$ cat src/rtl/pcs_pkg.sv
package pcs_pkg;

    localparam int PC_W   = 9;
    localparam int BYTE_W = 8;
    localparam int NIB_W  = 4;
    localparam int OFS_W  = 6;
    localparam int PG_W   = PC_W - OFS_W;

    typedef logic [PC_W-1:0]   pc_t;
    typedef logic [BYTE_W-1:0] byte_t;

    typedef enum logic [1:0] {
        ST_FETCH,
        ST_OPER,
        ST_LOOKUP
    } seq_st_e;

    typedef enum logic [1:0] {
        LK_NONE,
        LK_JUMP,
        LK_CALL
    } long_e;

    typedef enum logic [3:0] {
        OK_STEP,
        OK_PFX_JMP,
        OK_PFX_CALL,
        OK_PFX_OTHER,
        OK_RET,
        OK_RETSK,
        OK_JID,
        OK_JP_WIDE,
        OK_JP_PAGE,
        OK_JSRP
    } op_kind_e;

    typedef struct packed {
        long_e kind;
        logic  hi;
    } pend_t;

    localparam byte_t OP_RET   = 8'h48;
    localparam byte_t OP_RETSK = 8'h49;
    localparam byte_t OP_JID   = 8'hFF;
    localparam byte_t OP_LQ    = 8'hBF;
    localparam logic [PG_W-1:0] CALL_PAGE = 3'b010;

    function automatic logic is_two_byte(byte_t b);
        return (b == 8'h23) || (b == 8'h33) || (b[7:4] == 4'h6);
    endfunction

    function automatic logic page_is_wide(pc_t pc);
        return pc[PC_W-1:PC_W-2] == 2'b01;
    endfunction

    function automatic pc_t inc9(pc_t pc);
        return pc + pc_t'(1);
    endfunction

endpackage

$ cat src/rtl/pcs_decode.sv
module pcs_decode
    import pcs_pkg::*;
(
    input  byte_t    op,
    input  logic     wide_page,
    output op_kind_e kind
);
    always_comb begin
        kind = OK_STEP;
        if (op == OP_JID) begin
            kind = OK_JID;
        end else if (op == OP_RET) begin
            kind = OK_RET;
        end else if (op == OP_RETSK) begin
            kind = OK_RETSK;
        end else if (op[7:1] == 7'b0110_000) begin
            kind = OK_PFX_JMP;
        end else if (op[7:1] == 7'b0110_100) begin
            kind = OK_PFX_CALL;
        end else if (is_two_byte(op)) begin
            kind = OK_PFX_OTHER;
        end else if (op == OP_LQ) begin
            kind = OK_STEP;
        end else if (op[7]) begin
            if (wide_page)  kind = OK_JP_WIDE;
            else if (op[6]) kind = OK_JP_PAGE;
            else            kind = OK_JSRP;
        end
    end
endmodule

$ cat src/rtl/pcs_stack.sv
module pcs_stack #(
    parameter int W = 9
) (
    input  logic         clk,
    input  logic         rst,
    input  logic         push,
    input  logic         pop,
    input  logic [W-1:0] push_val,
    output logic [W-1:0] top,
    output logic [W-1:0] low
);
    always_ff @(posedge clk) begin
        if (rst) begin
            top <= '0;
            low <= '0;
        end else if (push) begin
            low <= top;
            top <= push_val;
        end else if (pop) begin
            top <= low;
        end
    end
endmodule

$ cat src/rtl/pcs_sequencer.sv
module pcs_sequencer
    import pcs_pkg::*;
(
    input  logic             clk,
    input  logic             rst,
    input  logic [7:0]       instr,
    input  logic [3:0]       acc,
    input  logic [3:0]       mnib,
    output logic [8:0]       fetch_addr,
    output logic             skip_active
);
    seq_st_e  state_q, state_d;
    pc_t      pc_q, pc_d, pc_next1;
    pend_t    pend_q, pend_d;
    byte_t    lk_q, lk_d;
    logic     skip_q, skip_d;
    logic     push, pop;
    pc_t      push_val;
    pc_t      sa, sb;
    op_kind_e kind;
    logic     in_fetch;

    pcs_decode u_dec (
        .op        (instr),
        .wide_page (page_is_wide(pc_q)),
        .kind      (kind)
    );

    pcs_stack #(.W(PC_W)) u_stack (
        .clk      (clk),
        .rst      (rst),
        .push     (push),
        .pop      (pop),
        .push_val (push_val),
        .top      (sa),
        .low      (sb)
    );

    assign pc_next1 = inc9(pc_q);
    assign in_fetch = (state_q == ST_FETCH);

    always_comb begin
        state_d  = state_q;
        pc_d     = pc_q;
        pend_d   = pend_q;
        lk_d     = lk_q;
        skip_d   = skip_q;
        push     = 1'b0;
        pop      = 1'b0;
        push_val = pc_next1;
        unique case (state_q)
            ST_FETCH: begin
                if (skip_q) begin
                    pc_d = pc_next1;
                    if (is_two_byte(instr)) begin
                        state_d     = ST_OPER;
                        pend_d.kind = LK_NONE;
                        pend_d.hi   = 1'b0;
                    end else begin
                        skip_d = 1'b0;
                    end
                end else begin
                    unique case (kind)
                        OK_PFX_JMP, OK_PFX_CALL, OK_PFX_OTHER: begin
                            pc_d        = pc_next1;
                            state_d     = ST_OPER;
                            pend_d.hi   = instr[0];
                            pend_d.kind = (kind == OK_PFX_JMP)  ? LK_JUMP :
                                          (kind == OK_PFX_CALL) ? LK_CALL : LK_NONE;
                        end
                        OK_RET: begin
                            pc_d = sa;
                            pop  = 1'b1;
                        end
                        OK_RETSK: begin
                            pc_d   = sa;
                            pop    = 1'b1;
                            skip_d = 1'b1;
                        end
                        OK_JID: begin
                            state_d = ST_LOOKUP;
                            lk_d    = {acc, mnib};
                        end
                        OK_JP_WIDE: pc_d = {pc_q[8:7], instr[6:0]};
                        OK_JP_PAGE: pc_d = {pc_q[8:6], instr[5:0]};
                        OK_JSRP: begin
                            push = 1'b1;
                            pc_d = {CALL_PAGE, instr[5:0]};
                        end
                        default: pc_d = pc_next1;
                    endcase
                end
            end
            ST_OPER: begin
                state_d = ST_FETCH;
                if (skip_q) begin
                    pc_d   = pc_next1;
                    skip_d = 1'b0;
                end else begin
                    unique case (pend_q.kind)
                        LK_JUMP: pc_d = {pend_q.hi, instr};
                        LK_CALL: begin
                            push = 1'b1;
                            pc_d = {pend_q.hi, instr};
                        end
                        default: pc_d = pc_next1;
                    endcase
                end
            end
            ST_LOOKUP: begin
                state_d = ST_FETCH;
                pc_d    = {pc_q[8], instr};
            end
            default: state_d = ST_FETCH;
        endcase
    end

    always_ff @(posedge clk) begin
        if (rst) begin
            state_q <= ST_FETCH;
            pc_q    <= '0;
            pend_q  <= '{kind: LK_NONE, hi: 1'b0};
            lk_q    <= '0;
            skip_q  <= 1'b0;
        end else begin
            state_q <= state_d;
            pc_q    <= pc_d;
            pend_q  <= pend_d;
            lk_q    <= lk_d;
            skip_q  <= skip_d;
        end
    end

    assign fetch_addr  = (state_q == ST_LOOKUP) ? {pc_q[8], lk_q} : pc_q;
    assign skip_active = skip_q;

endmodule

$ cat config.mk
export PLATFORM = sky130hd
export DESIGN_NAME = pcs_sequencer
export DESIGN_NICKNAME = d
export VERILOG_FILES = /design/src/rtl/pcs_pkg.sv /design/src/rtl/pcs_decode.sv /design/src/rtl/pcs_stack.sv /design/src/rtl/pcs_sequencer.sv
export SDC_FILE = /design/constraint.sdc
export NUM_CORES = 1
export LEC_CHECK = 0
export CAP_MARGIN = 15
export CORE_UTILIZATION = 43
export CTS_CLUSTER_DIAMETER = 60
export CTS_CLUSTER_SIZE = 8
export DETAILED_ROUTE_END_ITERATION = 6
export GPL_TIMING_DRIVEN = 0
export SKIP_LAST_GASP = 1
export SYNTH_ARGS = -nofsm -noshare
export SYNTH_HDL_FRONTEND = slang
export SYNTH_SLANG_ARGS = --single-unit
$ cat constraint.sdc
create_clock -name clk -period 2.41 [get_ports clk]
set_input_delay 0.482 -clock clk [delete_from_list [all_inputs] [get_ports clk]]
set_output_delay 0.482 -clock clk [all_outputs]
set_load 0.02 [all_outputs]
Yosys cells after proc, flatten, opt, wreduce, memory -nomap -nowiden
Cells that the tools add are included.
Storage, ports and cells
  register bits after elaboration: 41
  input port bits: 18
  output and inout bits: 10
  logic and storage cells: 99
Cells by class
  add/subtract/negate cells: 1
  equal/unequal tests: 27
  muxes and demuxes: 38
  bitwise operators: 3
  reduce and logical (&&, ||, !) cells: 19
Operators by type and width (count)
  $mux W9: 5
  $pmux W9 S5: 1
  $mux W4: 9
  $pmux W9 S3: 1
  $eq A4 B3 Y1 const B: 5
  $eq A8 B6 Y1 const B: 2
  $eq A8 B7 Y1 const B: 2
  $eq A8 B8 Y1 const B: 2
  $eq A7 B6 Y1 const B: 2
  $mux W1: 11
  $add A9 B1 Y9 const B: 1
  $mux W3: 3
  $ne A3 B3 Y1 const B: 3
  $reduce_and A3 Y1: 3
  $eq A4 B2 Y1 const B: 2
  $eq A4 B4 Y1 const B: 2
  $mux W2: 4
  $mux W8: 1
  $eq A2 B1 Y1 const B: 3
  $reduce_bool A2 Y1: 3
  $reduce_bool A3 Y1: 2
  $reduce_or A2 Y1: 3
  $reduce_and A5 Y1: 1
  $eq A2 B2 Y1 const B: 2
  10 further kinds: 15

Depth between registers and ports, before layout
Gate-level depths: netlist (run 1).
  depth in word-level cells: 17
  gate-level depth with buffers: 9
  depth with buffers taken out: 8

Modules after synthesis
A second synthesis (run 1) with hierarchy kept.
Second synthesis, totals
  cell total of the unflattened synthesis: 336
  area, all modules: 2846.5 sq um
By module, submodules not included
  pcs_sequencer: instances 1, cells an instance 244, area an instance 1925.6 sq um, seq. area each 460.4 sq um
  pcs_stack: instances 1, cells an instance 69, area an instance 765.7 sq um, seq. area each 360.3 sq um
  pcs_decode: instances 1, cells an instance 23, area an instance 155.1 sq um, seq. area each 0.0 sq um

Worst setup path after synthesis (run 1)
Ideal clock, no wire load.
  path type: reg2reg
  from: reg state_q[1]
  to: reg pc_q[7]
  library setup time: 0.112 ns
  arrival time: 1.896 ns
  required time: 2.298 ns
  path slack: 0.402 ns
  stages on the path, launching flop included: 9
  path buffers: 1
  period minus slack after synthesis: 2.008 ns
  path through: dfxtp_1 -> inv_1 -> ha_1 -> clkbuf_1 -> nor2_1 -> a21boi_2 -> o311ai_2 -> mux2i_1 -> a2111oi_1
On the way
  cells in the longest elaborated chain, start to end: 3
  elaborated cells on any way between the ends: 9
  those cells by class: eq/ne: 5; mux: 1; reduce/logical: 3
Ends and longest elaborated chain
  start, declared: line pcs_sequencer.sv:12  | seq_st_e state_q, state_d;
  start signal, assigned: line pcs_sequencer.sv:126  | state_q <= state_d;
  $eq A2 B2 Y1, or another cell as far along: line pcs_sequencer.sv:51  | unique case (state_q)
  $reduce_bool A3 Y1 (no source line) or $ne A3 B3 Y1 (tied branches)
  $reduce_and A4 Y1 (no source line)
  end signal, assigned: line pcs_sequencer.sv:127  | pc_q <= pc_d;
  end, declared: line pcs_sequencer.sv:13  | pc_t pc_q, pc_d, pc_next1;
Parallel ways exist; a longest one is shown, timed or not.
A chain may end at the register's enable or synchronous reset.

Worst setup path in the final report (run 1)
  from: in instr[5]
  to: reg u_stack.top[5]
On the way
  cells in the longest elaborated chain, start to end: 15
  elaborated cells on any way between the ends: 30
  those cells by class: eq/ne: 12; mux: 14; reduce/logical: 4
Ends and longest elaborated chain
  start, declared: line pcs_sequencer.sv:6  | input logic [7:0] instr,
  $eq A8 B6 Y1: line pcs_pkg.sv:49  | return (b == 8'h23) || (b == 8'h33) || (b[7:4] == 4'h6);
  $logic_or A1 B1 Y1 (2 in series): line pcs_pkg.sv:49
  $mux W4: line pcs_decode.sv:20  | end else if (is_two_byte(op)) begin
  $mux W4: line pcs_decode.sv:18  | end else if (op[7:1] == 7'b0110_100) begin
  $mux W4: line pcs_decode.sv:16  | end else if (op[7:1] == 7'b0110_000) begin
  $mux W4: line pcs_decode.sv:14  | end else if (op == OP_RETSK) begin
  $mux W4: line pcs_decode.sv:12  | end else if (op == OP_RET) begin
  $mux W4 (*): line pcs_decode.sv:10  | if (op == OP_JID) begin
  $eq A4 B3 Y1: line pcs_sequencer.sv:63  | unique case (kind)
  $reduce_or A2 Y1 (no source line)
  $mux W1: line pcs_sequencer.sv:63
  $mux W1: line pcs_sequencer.sv:53  | if (skip_q) begin
  $mux W1: line pcs_sequencer.sv:51
  $reduce_bool A2 Y1 (no source line)
  end signal, assigned: line pcs_stack.sv:18  | top <= push_val;
  end signal, assigned: line pcs_stack.sv:20  | top <= low;
  end, declared: line pcs_stack.sv:9  | output logic [W-1:0] top,
Mark *: on every way between the ends. The rest lies on a longest branch, timed or not.

==> run metrics, run 1 <==
clock share of power=34.9%; vias=2424; PwrDens=525 mW/mm2; Worst Setup End Kind=flip-flop; initial detailed-routing violation count=175; CTS tree=done; number of fill cells=561; Routed Antenna Nets=0; port buffer count=24; P&R area growth vs syn=20.3%; vias in the first global route=2364; WP data arrival=2.59 ns; GR Layer Usage met1=32.3%; hold slack final=0.487 ns; Post-Route WL=7.26 mm; global-route wire length before repair=11.7 mm; Top Ports=28; Mapped Nets=319; Lkg Pwr=1.30 nW; nets=356; total power=1.64 mW; Yosys warnings=0; Detailed Place HPWL=5.27 mm; Congestion Overflow GR=0; Core ar.=0.00564 mm2; worst skew pair latency=0.30 ns; clock slew at reported path FFs=0.09 ns; FF-to-FF setup slack=0.19 ns; Setup crit start kind=input port; period utilization=97.8%; CTS H-tree depth=2; Top FF cell, synth=dfxtp_1; Slew @ Worst Pin=0.708 ns; synthesized area=0.00259 mm2; DRT Pass-1 Iters=6; layout cells sized above 1=17.1%; sw power=0.476 mW; TritonCTS buffer count=5; Seq. cell area=821 um2; register bit total from synthesis=41; number of synthesized flops with an enable pin=0; Site Rows=27; met2 Usage GRT=39.5%; Final Max Slew Viols=0; met3 Use GR=3.77%; Syn Area/Cell=8.78 um2; Yosys cell types=60; Period minus WS final=2.36 ns; Die H=79.6 um; initial antenna violation count=0; max cap viols=0; fmax=0.424 GHz; Hold Crit Class=flip-flop to flip-flop; final core occ=55.3%; Comb pwr share=19.9%; routability congestion estimate=0.933; Antenna diodes=0; DRC viols=0; sequential power share=45.2%; status=finished, final reports clean; VDD IR max=406 uV; critical path data required time=2.64 ns; Via density=5.99; clock sinks=41; Async S/R FF share, synth=0%; crit path kind=input port to flip-flop; setup total negative slack=0 ns; Hold Violations, Final=0; Die W=79.6 um; Clock Skew=0.00503 ns; CP max FO=10; area of the multi-input gates=0.00168 mm2; hold path depth=2; final setup vio count=0; Synth area leaders=dfxtp_1, mux2i_1, nor2_1, mux2_2, ha_1; Worst R2R Path Depth=7; Sw Ratio=29.1%; Routed WL per cell=17.9 um; Clock Tree Root=clkbuf_8; Clock Path Buffers=2; share of the synthesized area in the top cell type=31.7%; area leader, netlist=dfxtp_1; Slew HR=52.8%; Synth Instances=295; CTS Hold Bufs=0; internal power=1.16 mW; register area share after synthesis=31.7%; Starting Density=45.9%; GR Util All Layers=24.2%; largest net degree at the start of global routing=14; die area=0.00634 mm2; global route hottest layer=met2
kinds of logic after synthesis:
kind of cell,after synthesis,synth area share [%]
AOI/OAI and AO/OA,67,20.7
xor gates and xnor gates,7,2.37
adders and majority gates,6,2.90
buffers and inverters,25,4.97
DFF,41,31.7
muxes,36,14.4
and+or+nand+nor,113,23.0
synthesized netlist by cell type (4+ instances only):
library cell / count
nor2b_1: 6
mux2_2: 10
inv_1: 5
ha_1: 6
xnor2_1: 5
or2_2: 4
a22o_1: 5
buf_2: 7
nor2_1: 46
clkbuf_1: 7
mux2i_1: 26
and2_1: 4
o21ai_0: 9
dfxtp_1: 41
nand3b_1: 4
a21oi_1: 9
a211oi_1: 8
nand2_1: 9
nor3_1: 6
nand3_1: 11
a22oi_1: 5
nand4_1: 5
stage by stage:
step / cells / worst slack, ns / cell area (um2)
after floorplan: 295 / 0.402 / 2590
after CTS: 400 / 0.00425 / 3040
after global placement: 391 / -0.508 / 2920
final: 405 / 0.0538 / 3120
after global routing: 405 / -0.0343 / 3120
after detailed placement: 391 / -0.464 / 2920
routing by layer:
| metal | routed length [um] | part of all wire, % | up-vias |
|---|---|---|---|
| met5 | 0 | 0 | - |
| met1 | 3440 | 47 | 1168 |
| met3 | 319 | 4.4 | 20 |
| met4 | 176 | 2.4 | 0 |
| li1 | - | - | 1164 |
| met2 | 3320 | 46 | 72 |
registers in the layout (all words and copies together) (netlist names):
| signal | count |
|---|---|
| pc_q | 9 |
| u_stack.low | 9 |
| u_stack.top | 9 |
| lk_q | 8 |
| pend_q | 3 |
| state_q | 2 |
| skip_active | 1 |
layout make-up:
| class | count | share of cell area (%) |
|---|---|---|
| repair buffers | 31 | 9.03 |
| clock inverters | 2 | 1.24 |
| well taps | 72 | 2.89 |
| inverters | 5 | 0.602 |
| clock buffers | 6 | 2.33 |
| multi-input cells | 229 | 53.7 |
| flip-flops and latches | 41 | 26.3 |
| plain buffers | 19 | 3.85 |
critical path, stage by stage:
cell	delay [ns]
clkdlybuf4s50_1	0.53
buf_6	0.17
nand2_2	0.09
o21ai_4	0.24
nor2_1	0.17
a31oi_4	0.34
buf_4	0.17
mux2_2	0.31
nor2_1	0.08
path summary, 6_finish.rpt:
kind / endpoint / start
max: u_stack.top[5] / instr[5]
min: pend_q[2] / pend_q[2]
max reg2reg: pc_q[7] / state_q[1]
min reg2reg: pend_q[2] / pend_q[2]
layout by cell type (no fill, tap or decap), drive strengths merged, types with 4 or more instances in the layout:
| master | netlist | final |
|---|---|---|
| nor2 | 46 | 46 |
| dfxtp | 41 | 41 |
| mux2i | 26 | 26 |
| buf | 13 | 20 |
| clkdlybuf4s50 | 0 | 12 |
| clkbuf | 7 | 12 |
| nand3 | 11 | 11 |
| dlygate4sd2 | 0 | 11 |
| a211oi | 11 | 11 |
| mux2 | 10 | 10 |
| o21ai | 10 | 10 |
| a21oi | 10 | 10 |
| nand2 | 9 | 9 |
| nor2b | 6 | 6 |
| ha | 6 | 6 |
| nand4 | 6 | 6 |
| nor3 | 6 | 6 |
| inv | 5 | 5 |
| a22oi | 5 | 5 |
| xnor2 | 5 | 5 |
| a22o | 5 | 5 |
| and2 | 4 | 4 |
| or2 | 4 | 4 |
| nand3b | 4 | 4 |
repair_timing:
action,4_1_cts,5_1_grt
buffers inserted,2,5
setup endpoints to repair,28,21
pin swaps,3,4
resized for setup,14,11
power groups by stage:
stage | Sequential [mW] | Clock [mW] | Combinational, mW
after floorplan | 0.743 | 0 | 0.208
after global placement | 0.755 | 0 | 0.314
after detailed placement | 0.756 | 0 | 0.313
after CTS | 0.739 | 0.581 | 0.308
after global routing | 0.744 | 0.613 | 0.351
final | 0.740 | 0.572 | 0.326
(Power assumes the default switching activity.)
==> inputs of run 2 (changes only) <==
- ABC_AREA: unset -> 1
- DONT_BUFFER_PORTS: unset -> 1
==> run metrics, run 2 <==
adder-cell share of the synthesized area=2.53%; die area=0.00724 mm2; share of the synthesized area in the top cell type=27.7%; Placed Area=0.00306 mm2; Yosys cell types=41; Worst Setup End Kind=output port; synthesized area=0.00297 mm2; WP data arrival=1.79 ns; Clock Skew=0.0104 ns; Lkg Pwr=1.38 nW; global-route wire length before repair=13.9 mm; max cap viols=0; Slew @ Worst Pin=0.769 ns; Setup Buffers After CTS=0; Starting Density=45.7%; CP max FO=10; critical path data required time=1.93 ns; Mapped Nets=486; Clock Tree Root=clkbuf_8; Syn Area/Cell=6.42 um2; initial detailed-routing violation count=145; worst skew pair latency=0.30 ns; layout cells sized above 1=13.8%; Worst R2R Path Depth=15; routability congestion estimate=0.918; Clock Path Buffers=2; clock sinks=41; Setup crit start kind=flip-flop; biggest regs=pc_q: 9 flops, u_stack.low: 9 flops, u_stack.top: 9 flops; RSZ-0062 raised after global routing=false; final setup vio count=0; Hold Violations, Final=0; status=finished, final reports clean; Synth Area in XOR/XNOR=2.07%; Routed WL per cell=14.8 um; final core occ=49.0%; vias=2925; largest net degree at the start of global routing=14; CTS Hold Bufs=0; number of fill cells=676; register area share after synthesis=27.7%; DRT Pass-1 Iters=5; hold path depth=2; CTS H-tree depth=2; period utilization=94.1%; Period minus WS final=2.27 ns; Hold Crit Class=input port to flip-flop; register bit total from synthesis=41; Die H=85.1 um; total power=1.55 mW; compound-gate portion of the synthesized area=18.6%; Routed Antenna Nets=0; Post-Synth Simple-Gate Area=35.8%; CTS tree=done; Detailed Place HPWL=6.35 mm; GR Util All Layers=24.4%; Slew HR=48.7%; Site Rows=29; Die W=85.1 um; nets=493; most frequent cells in the layout=nand2_1, inv_1, dfxtp_1; P&R area growth vs syn=7.12%; Yosys warnings=0; TritonCTS buffer count=5; Congestion Overflow GR=0; fin area=0.00318 mm2; DRC viols=0; cell with the most instances after synthesis=nand2_1; Antenna diodes=0; PwrDens=486 mW/mm2; setup total negative slack=0 ns; VDD IR max=274 uV; Final Max Slew Viols=0; fmax=0.441 GHz; initial antenna violation count=0; Core ar.=0.00649 mm2; Top FF cell, synth=dfxtp_1; Synth area leaders=dfxtp_1, nand2_1, inv_1, a21oi_1, nand3_1; Via density=5.35; Post-synth top cells=nand2_1, inv_1, dfxtp_1; Top Ports=28; vias in the first global route=2765; crit path kind=flip-flop to output port; Synth Instances=462; largest family of logic cells by synthesized area=simple AND/OR/NAND/NOR gates; most common cell after layout, fill and taps aside=nand2_1; Async S/R FF share, synth=0%; area leader, netlist=dfxtp_1; mux share of post-synthesis cell area=0%; clock slew at reported path FFs=0.08 ns; Post-Route WL=8.11 mm; port buffer count=0; number of synthesized flops with an enable pin=0
## run 2: cell types whose count changed in the layout (fill, tap and decap cells not counted), moves of 20 or more
cell and change:
nand2_1 +126, inv_1 +56, a21oi_1 +29, mux2i_1 -26, nor2_1 -21, nand3_1 +20
## run 2: path summary, 6_finish.rpt
kind                        end       start  slack (ns)
setup reg to reg        pc_q[4]     pc_q[7]        0.26
hold / removal          lk_q[3]     mnib[3]        0.35
setup / recovery  fetch_addr[1]  state_q[0]        0.14
hold reg to reg         lk_q[7]     lk_q[7]        0.45
## run 2: area by class of cell
type / instances / area [um2] / area share (%)
Buffer: 16 / 115 / 3.62
Multi-Input combinational cell: 332 / 1760 / 55.5
Sequential cell: 41 / 821 / 25.8
Clock inverter: 2 / 13.8 / 0.433
Clock buffer: 6 / 82.6 / 2.60
Tap cell: 77 / 96.3 / 3.03
Inverter: 73 / 287 / 9.01
## run 2: routing by layer
| metal | track usage, % | vias up | routed length [um] |
|---|---|---|---|
| met2 | 38.7 | 82 | 3600 |
| met3 | 4.28 | 12 | 412 |
| met4 | 7.86 | 0 | 150 |
| met5 | 0 | - | 0 |
| met1 | 33.7 | 1337 | 3950 |
| li1 | - | 1494 | - |
## run 2: cell families after synthesis
family / Yosys count
compound gates: 92
xor+xnor: 7
fa+ha+maj: 6
buf+inv: 89
flops: 41
simple gates: 227
## run 2: where the power goes
group	internal [mW]	leakage (nW)	switching, mW	total [mW]
clock network	0.232	0.0512	0.253	0.485
registers	0.700	0.332	0.0216	0.722
logic	0.105	1.00	0.234	0.339
total	1.04	1.38	0.508	1.55
## run 2: per-stage QoR
step	worst slack [ns]	hold WS, ns	std cells
after detailed placement	0.0218	0.442	539
after global placement	0.0259	0.434	539
after CTS	0.0350	0.340	547
after global routing	0.00199	0.337	547
final	0.141	0.350	547
after floorplan	0.419	0.424	462
## run 2: critical path, cell delays in order (launching register included)
cell	delay [ns]
dfxtp_1	0.38
inv_1	0.09
ha_1	0.22
clkbuf_2	0.21
o21ai_0	0.60
## run 2: what timing repair did
item | CTS | global route
pin swaps | 0 | 0
endpoints found under the setup margin | 7 | 24
resized for setup | 4 | 6
==> inputs of run 3 (changes only) <==
- CORE_MARGIN: unset -> 2
==> run metrics, run 3 (synthesis results as in run 2) <==
status=finished, final reports clean; fmax=0.441 GHz; Worst R2R Path Depth=15; Worst Setup End Kind=output port; Routed WL per cell=14.6 um; CTS tree=done; nets=493; Period minus WS final=2.27 ns; P&R area growth vs syn=6.91%; Congestion Overflow GR=0; setup total negative slack=0 ns; DRC viols=0; Met1 Wirelength=3.70 mm; clock sinks=41; biggest regs=pc_q: 9 flops, u_stack.low: 9 flops, u_stack.top: 9 flops; Clock Path Buffers=2; VDD IR max=342 uV; critical path data required time=1.93 ns; Lkg Pwr=1.38 nW; final setup vio count=0; TritonCTS buffer count=5; Post-Route WL=8.01 mm; CP max FO=10; Starting Density=44.2%; Slew HR=50.4%; Sw Ratio=32.2%; Setup Buffers After CTS=0; sw power=0.491 mW; Placed Area=0.00307 mm2; Top Ports=28; port buffer count=0; hold slack final=0.349 ns; sequential power share=47.4%; die area=0.00758 mm2; largest net degree at the start of global routing=13; RSZ-0062 raised after global routing=false; routability congestion estimate=0.946; clock slew at reported path FFs=0.08 ns; Via density=5.20; internal power=1.03 mW; CTS Hold Bufs=0; Clock Skew=0.0164 ns; Comb pwr share=22.1%; slowest stage delay, CP=0.39 ns; period utilization=94.1%; Final Max Slew Viols=0; most frequent cells in the layout=nand2_1, inv_1, dfxtp_1; Detailed Place HPWL=6.28 mm; global-route wire length before repair=13.3 mm; Routed Antenna Nets=0; Hold Crit Class=input port to flip-flop; Slew @ Worst Pin=0.744 ns; WP data arrival=1.79 ns; crit path kind=flip-flop to output port; critical path buffer and inverter count=3; max cap viols=0; CP Cell Sequence=inv_1 > ha_1 > clkbuf_2 > clkbuf_2 > o21ai_1; Site Rows=30; Die W=87.1 um; initial antenna violation count=0; routed wl met3=389 um; vias=2854; Top Metal Used=met4; Levels on crit path=5; met2 WL=3.73 mm; layout cells sized above 1=13.4%; Hold Violations, Final=0; clock share of power=30.6%; Die H=87.1 um; most common cell after layout, fill and taps aside=nand2_1; CP top delay family=buffers and inverters; Core ar.=0.00672 mm2; Clock Tree Root=clkbuf_8; Setup crit start kind=flip-flop; worst skew pair latency=0.30 ns; hold path depth=2; CTS H-tree depth=2; Crit-path slowest cell=o21ai_1; vias in the first global route=2764; initial detailed-routing violation count=209; most used cell, CP=clkbuf_2; Antenna diodes=0; PwrDens=480 mW/mm2; DRT Pass-1 Iters=4; fin area=0.00317 mm2; GR Util All Layers=22.5%
## run 3: power by group through the flow
| stage | combinational (mW) | clock [mW] | sequential [mW] |
|---|---|---|---|
| floorplan | 0.260 | 0 | 0.731 |
| CTS | 0.335 | 0.484 | 0.722 |
| global placement | 0.331 | 0 | 0.737 |
| global route | 0.377 | 0.507 | 0.725 |
| finish | 0.336 | 0.465 | 0.721 |
| detailed placement | 0.333 | 0 | 0.738 |
## run 3: per-layer routing
metal | track usage, % | up-vias
met4 | 7.39 | 0
met3 | 3.51 | 16
met2 | 37.1 | 66
met5 | 0 | -
li1 | - | 1494
met1 | 30.1 | 1278
## run 3: repair_timing
action / CTS / global route
endpoints found under the setup margin: 15 / 31
cloned: 0 / 0
endpoints found under the hold margin: 0 / 0
gates resized for setup: 5 / 4
pin swaps: 0 / 0
## run 3: layout make-up
cell class                      instances  area, um2
Buffer                                 16        115
Clock buffer                            6       82.6
Inverter                               73        283
Multi-Input combinational cell        332       1760
Tap cell                               80        100
Sequential cell                        41        821
Fill cell                             725       3550
Clock inverter                          1       7.51
## run 3: final timing paths
| check | start | endpoint | slack (ns) |
|---|---|---|---|
| worst max-delay path | state_q[0] | fetch_addr[6] | 0.14 |
| worst min-delay path | mnib[0] | lk_q[0] | 0.35 |
| worst max register to register | pc_q[7] | pc_q[2] | 0.28 |
| worst min register to register | lk_q[2] | lk_q[2] | 0.46 |
## run 3: through the flow
step / utilization (%) / setup WS, ns / cells / power, mW
4_1_cts: 47.1 / 0.0381 / 549 / 1.54
3_5_place_dp: 45.7 / -0.0370 / 542 / 1.07
2_1_floorplan: - / 0.419 / 462 / 0.991
5_1_grt: 47.2 / 0.00311 / 549 / 1.61
6_report: 47.2 / 0.143 / 549 / 1.52
3_3_place_gp: 45.7 / -0.0231 / 542 / 1.07
